<file path="config.mk">
export PLATFORM = sky130hd
export DESIGN_NAME = fkr_ctrl
export DESIGN_NICKNAME = d
export VERILOG_FILES = /design/src/rtl/fkr_pkg.sv /design/src/rtl/fkr_fuse_rom.sv /design/src/rtl/fkr_seq.sv /design/src/rtl/fkr_shadow.sv /design/src/rtl/fkr_ctrl.sv
export SDC_FILE = /design/constraint.sdc
export NUM_CORES = 2
export LEC_CHECK = 0
export BUFFER_PORTS_ARGS = -buffer_cell sky130_fd_sc_hd__buf_2
export CAP_MARGIN = 5
export CORE_ASPECT_RATIO = 1.75
export CORE_MARGIN = 2
export CORE_UTILIZATION = 45
export CTS_CLUSTER_DIAMETER = 80
export DETAILED_ROUTE_END_ITERATION = 8
export GPL_TIMING_DRIVEN = 0
export PLACE_DENSITY = 0.68
export SLEW_MARGIN = 0
export SYNTH_ARGS = -nofsm -noshare
export SYNTH_HDL_FRONTEND = slang
export SYNTH_SLANG_ARGS = --single-unit
</file>
<file path="constraint.sdc">
create_clock -name clk -period 7 [get_ports clk]
set_input_delay 0 -clock clk [delete_from_list [all_inputs] [get_ports clk]]
set_output_delay 0 -clock clk [all_outputs]
set_load 0.1 [all_outputs]
</file>
<file path="src/rtl/fkr_pkg.sv">
package fkr_pkg;

    localparam int unsigned FKR_ADDR_W       = 12;
    localparam int unsigned FKR_DATA_W       = 32;
    localparam int unsigned FKR_IDX_W        = 9;
    localparam int unsigned FKR_SHADOW_WORDS = 64;
    localparam int unsigned FKR_READ_LAT     = 16;

    localparam logic [FKR_ADDR_W-1:0] FKR_CTRL_OFF    = 12'h040;
    localparam logic [FKR_ADDR_W-1:0] FKR_DATA_OFF    = 12'h060;
    localparam logic [FKR_ADDR_W-1:0] FKR_SHADOW_BASE = 12'h200;
    localparam logic [7:0]            FKR_KEY         = 8'hAC;
    localparam logic [FKR_DATA_W-1:0] FKR_STALE       = 32'hDEADBEEF;

    // Control word layout; the field positions are what software programs.
    typedef struct packed {
        logic [6:0]           pad_hi;
        logic [FKR_IDX_W-1:0] idx;
        logic [7:0]           key;
        logic [5:0]           pad_mid;
        logic                 start;
        logic                 pad_lo;
    } fkr_ctrl_t;

    typedef enum logic {
        FKR_IDLE  = 1'b0,
        FKR_FETCH = 1'b1
    } fkr_state_t;

    // Completion event handed from the sequencer to the shadow window.
    typedef struct packed {
        logic                  valid;
        logic [FKR_IDX_W-1:0]  idx;
        logic [FKR_DATA_W-1:0] word;
    } fkr_done_t;

    // Behavioural fuse content: a multiplicative hash of the index.
    function automatic logic [FKR_DATA_W-1:0] fkr_fuse_word(input logic [FKR_IDX_W-1:0] i);
        logic [FKR_DATA_W-1:0] n;
        n = FKR_DATA_W'(i) + FKR_DATA_W'(1);
        return n * 32'h9E3779B1;
    endfunction

endpackage

</file>
<file path="src/rtl/fkr_fuse_rom.sv">
module fkr_fuse_rom
    import fkr_pkg::*;
#(
    parameter int unsigned DATA_W = FKR_DATA_W
) (
    input  logic [FKR_IDX_W-1:0] idx,
    output logic [DATA_W-1:0]    word
);

    assign word = DATA_W'(fkr_fuse_word(idx));

endmodule

</file>
<file path="src/rtl/fkr_seq.sv">
module fkr_seq
    import fkr_pkg::*;
#(
    parameter int unsigned READ_LAT = FKR_READ_LAT,
    parameter logic [7:0]  KEY      = FKR_KEY
) (
    input  logic                  clk,
    input  logic                  rst,
    input  logic                  cmd_wr,
    input  fkr_ctrl_t             cmd_word,
    output logic                  busy,
    output logic [FKR_IDX_W-1:0]  idx_q,
    output logic [7:0]            key_q,
    output logic [FKR_DATA_W-1:0] data_q,
    output fkr_done_t             done
);

    localparam int unsigned CNT_W = $clog2(READ_LAT + 1);

    fkr_state_t            state;
    logic [CNT_W-1:0]      cnt;
    logic [FKR_DATA_W-1:0] rom_word;
    logic                  accept;
    logic                  bad_cmd;
    logic                  unused_pad;

    assign unused_pad = ^{cmd_word.pad_hi, cmd_word.pad_mid, cmd_word.pad_lo};

    fkr_fuse_rom #(.DATA_W(FKR_DATA_W)) rom_i (
        .idx  (idx_q),
        .word (rom_word)
    );

    assign busy    = (state == FKR_FETCH);
    assign bad_cmd = !cmd_word.start || (cmd_word.key != KEY);
    assign accept  = cmd_wr && !busy && !bad_cmd;

    always_ff @(posedge clk) begin
        if (rst) begin
            state  <= FKR_IDLE;
            cnt    <= '0;
            idx_q  <= '0;
            key_q  <= '0;
            data_q <= '0;
        end else begin
            case (state)
                FKR_IDLE: begin
                    if (accept) begin
                        state <= FKR_FETCH;
                        cnt   <= CNT_W'(READ_LAT - 1);
                        idx_q <= cmd_word.idx;
                        key_q <= cmd_word.key;
                    end
                end
                FKR_FETCH: begin
                    if (cnt == '0) begin
                        state  <= FKR_IDLE;
                        data_q <= rom_word;
                    end else begin
                        cnt <= cnt - CNT_W'(1);
                    end
                end
                default: state <= FKR_IDLE;
            endcase
        end
    end

    always_comb begin
        done.valid = busy && (cnt == '0);
        done.idx   = idx_q;
        done.word  = rom_word;
    end


    idx_hold_chk: assert property (@(posedge clk) disable iff (rst)
        busy |=> ($stable(idx_q) && $stable(key_q)));


    reject_chk: assert property (@(posedge clk) disable iff (rst)
        (cmd_wr && !busy && bad_cmd) |=> (!busy && $stable(idx_q) && $stable(key_q) && $stable(data_q)));


    data_hold_chk: assert property (@(posedge clk) disable iff (rst)
        !done.valid |=> $stable(data_q));


    done_idle_chk: assert property (@(posedge clk) disable iff (rst)
        done.valid |=> !busy);

endmodule

</file>
<file path="src/rtl/fkr_shadow.sv">
module fkr_shadow
    import fkr_pkg::*;
#(
    parameter int unsigned          WORDS  = FKR_SHADOW_WORDS,
    parameter int unsigned          DATA_W = FKR_DATA_W,
    parameter logic [DATA_W-1:0]    STALE  = FKR_STALE,
    localparam int unsigned         IDX_W  = $clog2(WORDS)
) (
    input  logic              clk,
    input  logic              rst,
    input  logic              wr_en,
    input  logic [IDX_W-1:0]  wr_idx,
    input  logic [DATA_W-1:0] wr_data,
    input  logic [IDX_W-1:0]  rd_idx,
    output logic [DATA_W-1:0] rd_data
);

    logic [WORDS-1:0][DATA_W-1:0] mem_q;

    for (genvar g = 0; g < WORDS; g++) begin : g_entry
        always_ff @(posedge clk) begin
            if (rst) begin
                mem_q[g] <= STALE;
            end else if (wr_en && (wr_idx == IDX_W'(g))) begin
                mem_q[g] <= wr_data;
            end
        end
    end

    assign rd_data = mem_q[rd_idx];


    shadow_hold_chk: assert property (@(posedge clk) disable iff (rst)
        !wr_en |=> $stable(mem_q));


    shadow_fill_chk: assert property (@(posedge clk) disable iff (rst)
        wr_en |=> (mem_q[$past(wr_idx)] == $past(wr_data)));

endmodule

</file>
<file path="src/rtl/fkr_ctrl.sv">
module fkr_ctrl
    import fkr_pkg::*;
#(
    parameter int unsigned              ADDR_W       = FKR_ADDR_W,
    parameter int unsigned              READ_LAT     = FKR_READ_LAT,
    parameter int unsigned              SHADOW_WORDS = FKR_SHADOW_WORDS,
    parameter logic [ADDR_W-1:0]        CTRL_OFF     = FKR_CTRL_OFF,
    parameter logic [ADDR_W-1:0]        DATA_OFF     = FKR_DATA_OFF,
    parameter logic [ADDR_W-1:0]        SHADOW_BASE  = FKR_SHADOW_BASE,
    parameter logic [7:0]               KEY          = FKR_KEY,
    parameter logic [FKR_DATA_W-1:0]    STALE        = FKR_STALE
) (
    input  logic                  clk,
    input  logic                  rst,
    input  logic                  req_valid,
    input  logic                  req_write,
    input  logic [ADDR_W-1:0]     req_addr,
    input  logic [FKR_DATA_W-1:0] req_wdata,
    output logic                  rsp_valid,
    output logic [FKR_DATA_W-1:0] rsp_data
);

    localparam int unsigned      WA_W     = ADDR_W - 2;
    localparam int unsigned      SH_IDX_W = $clog2(SHADOW_WORDS);
    localparam logic [WA_W-1:0]  CTRL_WA  = CTRL_OFF[ADDR_W-1:2];
    localparam logic [WA_W-1:0]  DATA_WA  = DATA_OFF[ADDR_W-1:2];
    localparam logic [WA_W-1:0]  SH_LO    = SHADOW_BASE[ADDR_W-1:2];
    localparam logic [WA_W-1:0]  SH_HI    = SH_LO + WA_W'(SHADOW_WORDS);

    logic [WA_W-1:0]       waddr;
    logic [WA_W-1:0]       sh_off;
    logic                  hit_ctrl;
    logic                  hit_data;
    logic                  hit_sh;
    logic                  rd_req;
    logic                  cmd_wr;
    fkr_ctrl_t             cmd_w;
    fkr_ctrl_t             ctrl_rb;
    logic                  busy;
    logic [FKR_IDX_W-1:0]  idx_q;
    logic [7:0]            key_q;
    logic [FKR_DATA_W-1:0] data_q;
    fkr_done_t             done;
    logic                  sh_wr;
    logic [FKR_DATA_W-1:0] sh_rd;
    logic [FKR_DATA_W-1:0] rd_word;
    logic                  unused_addr;

    assign waddr       = req_addr[ADDR_W-1:2];
    assign unused_addr = ^{req_addr[1:0], sh_off};
    assign sh_off      = waddr - SH_LO;
    assign hit_ctrl    = (waddr == CTRL_WA);
    assign hit_data    = (waddr == DATA_WA);
    assign hit_sh      = (waddr >= SH_LO) && (waddr < SH_HI);
    assign rd_req      = req_valid && !req_write;
    assign cmd_wr      = req_valid && req_write && hit_ctrl;
    assign cmd_w       = fkr_ctrl_t'(req_wdata);

    fkr_seq #(.READ_LAT(READ_LAT), .KEY(KEY)) seq_i (
        .clk      (clk),
        .rst      (rst),
        .cmd_wr   (cmd_wr),
        .cmd_word (cmd_w),
        .busy     (busy),
        .idx_q    (idx_q),
        .key_q    (key_q),
        .data_q   (data_q),
        .done     (done)
    );

    assign sh_wr = done.valid && (32'(done.idx) < SHADOW_WORDS);

    fkr_shadow #(.WORDS(SHADOW_WORDS), .DATA_W(FKR_DATA_W), .STALE(STALE)) shadow_i (
        .clk     (clk),
        .rst     (rst),
        .wr_en   (sh_wr),
        .wr_idx  (done.idx[SH_IDX_W-1:0]),
        .wr_data (done.word),
        .rd_idx  (sh_off[SH_IDX_W-1:0]),
        .rd_data (sh_rd)
    );

    always_comb begin
        ctrl_rb       = '0;
        ctrl_rb.idx   = idx_q;
        ctrl_rb.key   = key_q;
        ctrl_rb.start = busy;
    end

    always_comb begin
        rd_word = '0;
        if (hit_ctrl) begin
            rd_word = ctrl_rb;
        end else if (hit_data) begin
            rd_word = data_q;
        end else if (hit_sh) begin
            rd_word = sh_rd;
        end
    end

    always_ff @(posedge clk) begin
        if (rst) begin
            rsp_valid <= 1'b0;
            rsp_data  <= '0;
        end else begin
            rsp_valid <= rd_req;
            rsp_data  <= rd_req ? rd_word : '0;
        end
    end


    rsp_follow_chk: assert property (@(posedge clk) disable iff (rst)
        rd_req |=> rsp_valid);


    rsp_cause_chk: assert property (@(posedge clk) disable iff (rst)
        rsp_valid |-> $past(rd_req));


    start_busy_chk: assert property (@(posedge clk) disable iff (rst)
        (cmd_wr && !busy && cmd_w.start && (cmd_w.key == KEY)) |=> (busy && (idx_q == $past(cmd_w.idx))));

endmodule

</file>
-- Word level (Yosys, flattened, before mapping)
Cells that the tools add are included.
- word-level logic and storage cells: 245
- output and inout port bits: 33
- bits in registers: 2136
- add/subtract/negate cells: 3
- bitwise operators: 2
- magnitude comparators: 4
- mux-type cells: 11
- multiply operators: 1
- reductions and logical operators: 84
- equal/unequal tests: 68
- operators by type and width (kind ; number):
    $bmux W32 S6 ; 1
    $eq A6 B6 Y1 const B ; 32
    $eq A6 B5 Y1 const B ; 16
    $mux W32 ; 3
    $logic_and A1 B1 Y1 ; 72
    $eq A6 B4 Y1 const B ; 8
    $mul A32 B32 Y32 const B ; 1
    $mux W25 ; 1
    $eq A6 B3 Y1 const B ; 4
    $eq A10 B5 Y1 const B ; 2
    $eq A6 B2 Y1 const B ; 2
    $add A9 B1 Y10 const B ; 1
    $ge A10 B8 Y1 const B ; 1
    $lt A10 B8 Y1 const B ; 1
    $mux W5 ; 2
    $pmux W5 S2 ; 1
    $lt A9 B7 Y1 const B ; 1
    $ne A8 B8 Y1 const B ; 1
    $lt A6 B7 Y1 const B ; 1
    $eq A6 B1 Y1 const B ; 1
    $logic_not A6 Y1 ; 1
    $reduce_and A2 Y1 ; 3
    $sub A6 B1 Y6 const B ; 1
    $logic_not A5 Y1 ; 1
    other kinds (10) ; 15

-- Logic depth before layout (Yosys ltp)
- depth after elaboration: 6
- mapped depth: 27

-- By module
A second synthesis with hierarchy kept.
- cell total of the unflattened synthesis: 11258
- area total of the unflattened synthesis: 98689.7 µm²
- by module, submodules not included (module ; instances ; seq. area each (µm²) ; area each (µm²) ; cells each):
    fkr_shadow ; 1 ; 40999.3 ; 90498.0 ; 10380
    fkr_fuse_rom ; 1 ; 0.0 ; 4256.6 ; 475
    fkr_seq ; 1 ; 1101.1 ; 2452.4 ; 242
    fkr_ctrl ; 1 ; 660.6 ; 1482.7 ; 161

-- Worst setup path after synthesis
No wires, ideal clock.
- kind: flip-flop to flip-flop
- start point: register seq_i.idx_q[0]
- end point: register shadow_i.mem_q[540] (netlist name)
- arrival: 7017 ps
- clock period less this slack: 7158 ps
- path buffers: 4
- library setup time: 141 ps
- data required time: 6859 ps
- stages on the path, launching flop included: 25
- setup slack: -158 ps
- path through: dfxtp_1 -> ha_1 -> clkbuf_1 -> nand3_1 -> clkbuf_1 -> xnor2_1 -> inv_1 -> fa_1 -> inv_1 -> ha_1 -> or2_2 -> fa_1 -> inv_1 -> fa_1 -> fa_1 -> inv_1 -> ha_1 -> nand4_1 -> or2_1 -> a2111oi_4 -> nor2_1 -> o311ai_1 -> buf_2 -> buf_2 -> o211ai_1
- longest elaborated chain between the ends: 3
- elaborated cells on any way between the ends: 6
- those cells by class: add/sub: 1; mul: 1; order compare: 1; eq/ne: 1; reduce/logical: 2
- ends and longest elaborated chain (element ; RTL line ; text):
    start, declared ; fkr_seq.sv:12 ; output logic [FKR_IDX_W-1:0] idx_q,
    start signal, assigned ; fkr_seq.sv:51 ; idx_q <= cmd_word.idx;
    parallel branches: the longest is 3 deep, another holds $mul A32 B32 Y32 ; n/a ;
    end signal, assigned by index ; fkr_shadow.sv:25 ; mem_q[g] <= wr_data;
    end, declared ; fkr_shadow.sv:18 ; logic [WORDS-1:0][DATA_W-1:0] mem_q;
Parallel ways; which one is timed is not known.
A chain may end at the register's enable or synchronous reset.

-- Final worst setup path
- start point: register seq_i.idx_q[1]
- end point: register shadow_i.mem_q[1565] (netlist name)
Same word-level chain as after synthesis.

==> results.md <==
* Status: complete, but fails checks
* Violated checks: max-capacitance violations, max-slew violations, negative setup slack
* Mapped Cells at 10000
* Filler Cell Count at 19400
* Core ar. at 213000 sq um
* Mux share of post-synthesis cell area at 16.6%
* Initial Util at 45.3%
* Cell total after placement at 12900
* Clock-pin slew on the worst setup and hold paths at 0.07 ns
* Slew headroom at -10.6%
* H-tree depth at 4
* Final net count at 10600
* Final WL at 515 mm
* Die X at 354 microns
* Simple-Gate Fraction of Synth Area at 15.9%
* Die height at 616 microns
* Final-report setup violation count at 5
* Clock root buffer: clkbuf_16
* Switching share of power at 24.1%
* Gr usage total at 46.1%
* Max Fclk at 141 MHz
* Worst-path cell chain: ha_4, nand3_4, buf_8, nor2_4, xor2_2, buf_4, fa_2, inv_1, fa_1, fa_1, fa_1, fa_1, inv_1, ha_1, inv_1, nand2_1, clkbuf_1, clkbuf_1, o311ai_0
* Vias per Instance at 6.69
* CP required at 7.70 ns
* Int Pwr at 19.1 mW
* Sequential share of power at 48.2%
* Multi-input gate area at 49200 sq um
* CP peak stage delay at 1.22 ns
* Max FO, Critical Path at 13
* Area leader, netlist: dfxtp_1
* Clock Sinks at 2136
* Synth Area in Adders at 2.79%
* CTS tree: done
* Switch Pwr at 6.08 mW
* Final worst slack at -0.0813 ns
* Register area share after synthesis at 44.4%
* Critical path's top delay family: adder cells
* Mapped Nets at 10200
* Post-synth EDFFs at 0
* Final Cell Area at 110000 sq um
* Synth Area in XOR/XNOR at 0.355%
* Comb pwr share at 4.4%
* Worst-Margin Slew at 1.66 ns
* Leak at 42.4 nW
* PD cells at 228 nW/um^2
* Cell mode on critical path: fa_1
* Ports at 81
* Critical setup path kind: reg -> reg
* DRT iter0 DRCs at 12000
* Fin crit share at 101%
* DP Wirelength at 392 mm
* Top_reg_cell synth: dfxtp_1
* Drt first pass iters at 9
* Part of the power in the clock network at 47.5%
* Via count at 90200
* Worst min-delay path class: in -> reg
* PortBufs at 60
* Vias in the first global route at 84500
* Storage element area at 42800 sq um
* Clk_skew at 0.0513 ns
* Clock Latency Late Sink at 0.91 ns
* Worst Path Arrival at 7.78 ns
* GPL Wtd Cong at 1.13
* Tmin final at 7.08 ns
* Synth async-reset ratio at 0%
* Num CTS Buffers at 204
* Wirelength per Cell at 38.2 microns
* Worst ir drop on vdd at 0.000226 V
* Most frequent cell after synthesis: dfxtp_1
* Gr ovfl total at 0
* Cell row count at 224
* Synth Area in Compound Gates at 14.7%
* Max-Cap Viols at 9
* Pre-CTS setup slack at -5.27 ns
* Die ar. at 218000 sq um
* Post-DP Area at 101000 sq um
* Setup crit end kind: flip-flop
* First-pass GRT wire length at 693 mm
* Final Hold Vio Count at 0
* Yosys warning count at 0
* Area Growth Syn to Fin at 14.6%
* Final slew viol count at 84
* Synthesized area at 96300 sq um
* Cell variety after synth at 74
* Drt drc at 0
* Buf/Inv on CP at 7
* Startpoint class of the critical path: flip-flop
* Syn_area_per_cell at 9.61 sq um
* Commonest cells post-synth: dfxtp_1 (2136), nand2_1 (2011), o211ai_1 (905)
* Non-filler cells, final at 13500
* #FFs+latches synth at 2136
* Deepest clock path buffer count at 4
* Antenna Violating Nets Remaining at 0
* Initial antenna violation count at 95
* Share of the synthesized area in the top cell type at 44.4%
* Combinational family with the most area after synthesis: multiplexers
* Ranking of synthesized cells by area: dfxtp_1 (44%), mux4_2 (15%), nand2_1 (7.8%)
* Layout cells sized above 1 at 14.7%
* Critical-path top delay cell: clkbuf_1
* Pin count of the biggest net entering global routing at 17
## worst paths after layout
check,from,endpoint,slack [ns],cells after the start
worst max-delay path,seq_i.idx_q[1]$_SDFFE_PP0P_,shadow_i.mem_q[1565]$_SDFFE_PP0P_,-0.08,19
worst max register to register,seq_i.idx_q[1]$_SDFFE_PP0P_,shadow_i.mem_q[1565]$_SDFFE_PP0P_,-0.08,19
worst min register to register,shadow_i.mem_q[611]$_SDFFE_PP1P_,shadow_i.mem_q[611]$_SDFFE_PP1P_,0.44,2
worst min-delay path,req_wdata[16],seq_i.idx_q[0]$_SDFFE_PP0P_,0.06,4
## final cells by class
class	count	area share (%)
multi-input combinational	6601	44.6
sequential	2136	38.8
clock buffer	283	5.33
buffer	1100	4.54
tap	2825	3.20
timing repair buffer	204	1.86
clock inverter	75	0.952
inverter	172	0.595
antenna	84	0.190
## sequential cells by signal, indices dropped and copies added, names as in the netlist
register / cells
seq_i.cnt: 5
seq_i.idx_q: 9
seq_i.data_q: 32
rsp_valid: 1
seq_i.busy: 1
shadow_i.mem_q: 2048
seq_i.key_q: 8
rsp_data: 32
## power groups by stage
stage	logic (mW)	clock network, mW	registers (mW)
final	1.10	12.0	12.1
after global routing	1.08	12.3	12.1
after CTS	1.04	11.9	12.1
after detailed placement	1.03	0	12.4
after global placement	1.00	0	12.4
after floorplan	0.511	0	12.4
## cells by family after synthesis
kind of cell | Yosys count
AO/OA/AOI/OAI | 2032
XOR/XNOR | 36
adder cells (fa/ha/maj) | 164
buffers and inverters | 1285
flip-flops | 2136
multiplexers | 795
AND/OR/NAND/NOR | 3574
## through the flow
| step | total power, mW | utilization [%] | TNS [ns] | hold WS, ns |
|---|---|---|---|---|
| CTS | 25.1 | 51.5 | 0 | 0.0174 |
| global route | 25.6 | 51.8 | -0.632 | 0.0969 |
| floorplan | 12.9 | - | 0 | 0.0842 |
| detailed placement | 13.5 | 47.5 | -6483.51 | 0.218 |
| global placement | 13.4 | 47.1 | -8784.61 | 0.203 |
| finish | 25.2 | 51.9 | -0.193 | 0.0627 |
## worst register-to-register path, stage by stage (launching register included)
cell	delay (ns)
dfxtp_4	0.40
ha_4	0.22
nand3_4	0.18
buf_8	0.23
nor2_4	0.16
xor2_2	0.10
buf_4	0.17
fa_2	0.60
inv_1	0.08
fa_1	0.46
fa_1	0.44
fa_1	0.43
fa_1	0.39
inv_1	0.06
ha_1	0.38
inv_1	0.16
nand2_1	0.21
clkbuf_1	1.22
clkbuf_1	0.65
o311ai_0	0.31
## cell usage in the layout, fill, tap and decap left out, drive strengths merged, types with 108 or more instances in the layout
cell / synthesis / routed
a211o: 176 / 176
a211oi: 140 / 140
a21oi: 455 / 455
buf: 224 / 402
clkbuf: 889 / 1159
dfxtp: 2136 / 2136
inv: 171 / 175
mux2i: 155 / 155
mux4: 640 / 640
nand2: 2011 / 2011
nand3: 608 / 608
nor2: 476 / 476
nor2b: 132 / 132
nor3: 124 / 124
o211ai: 905 / 905
o21ai: 108 / 108
## per-layer routing
metal	track usage, %	routed length, microns
met1	47.7	162000
met2	69.1	224000
met3	14.9	55500
met4	53.0	72300
met5	0.756	403
## what timing repair did
item,CTS,global route
gates cloned,0,1
hold endpoints to repair,13,0
endpoints found under the setup margin,1625,1029
buffers inserted,45,27
gates resized for setup,251,116
pin swaps,20,16
hold buffers,24,0
No activity file was read; power rests on OpenSTA's default activity.
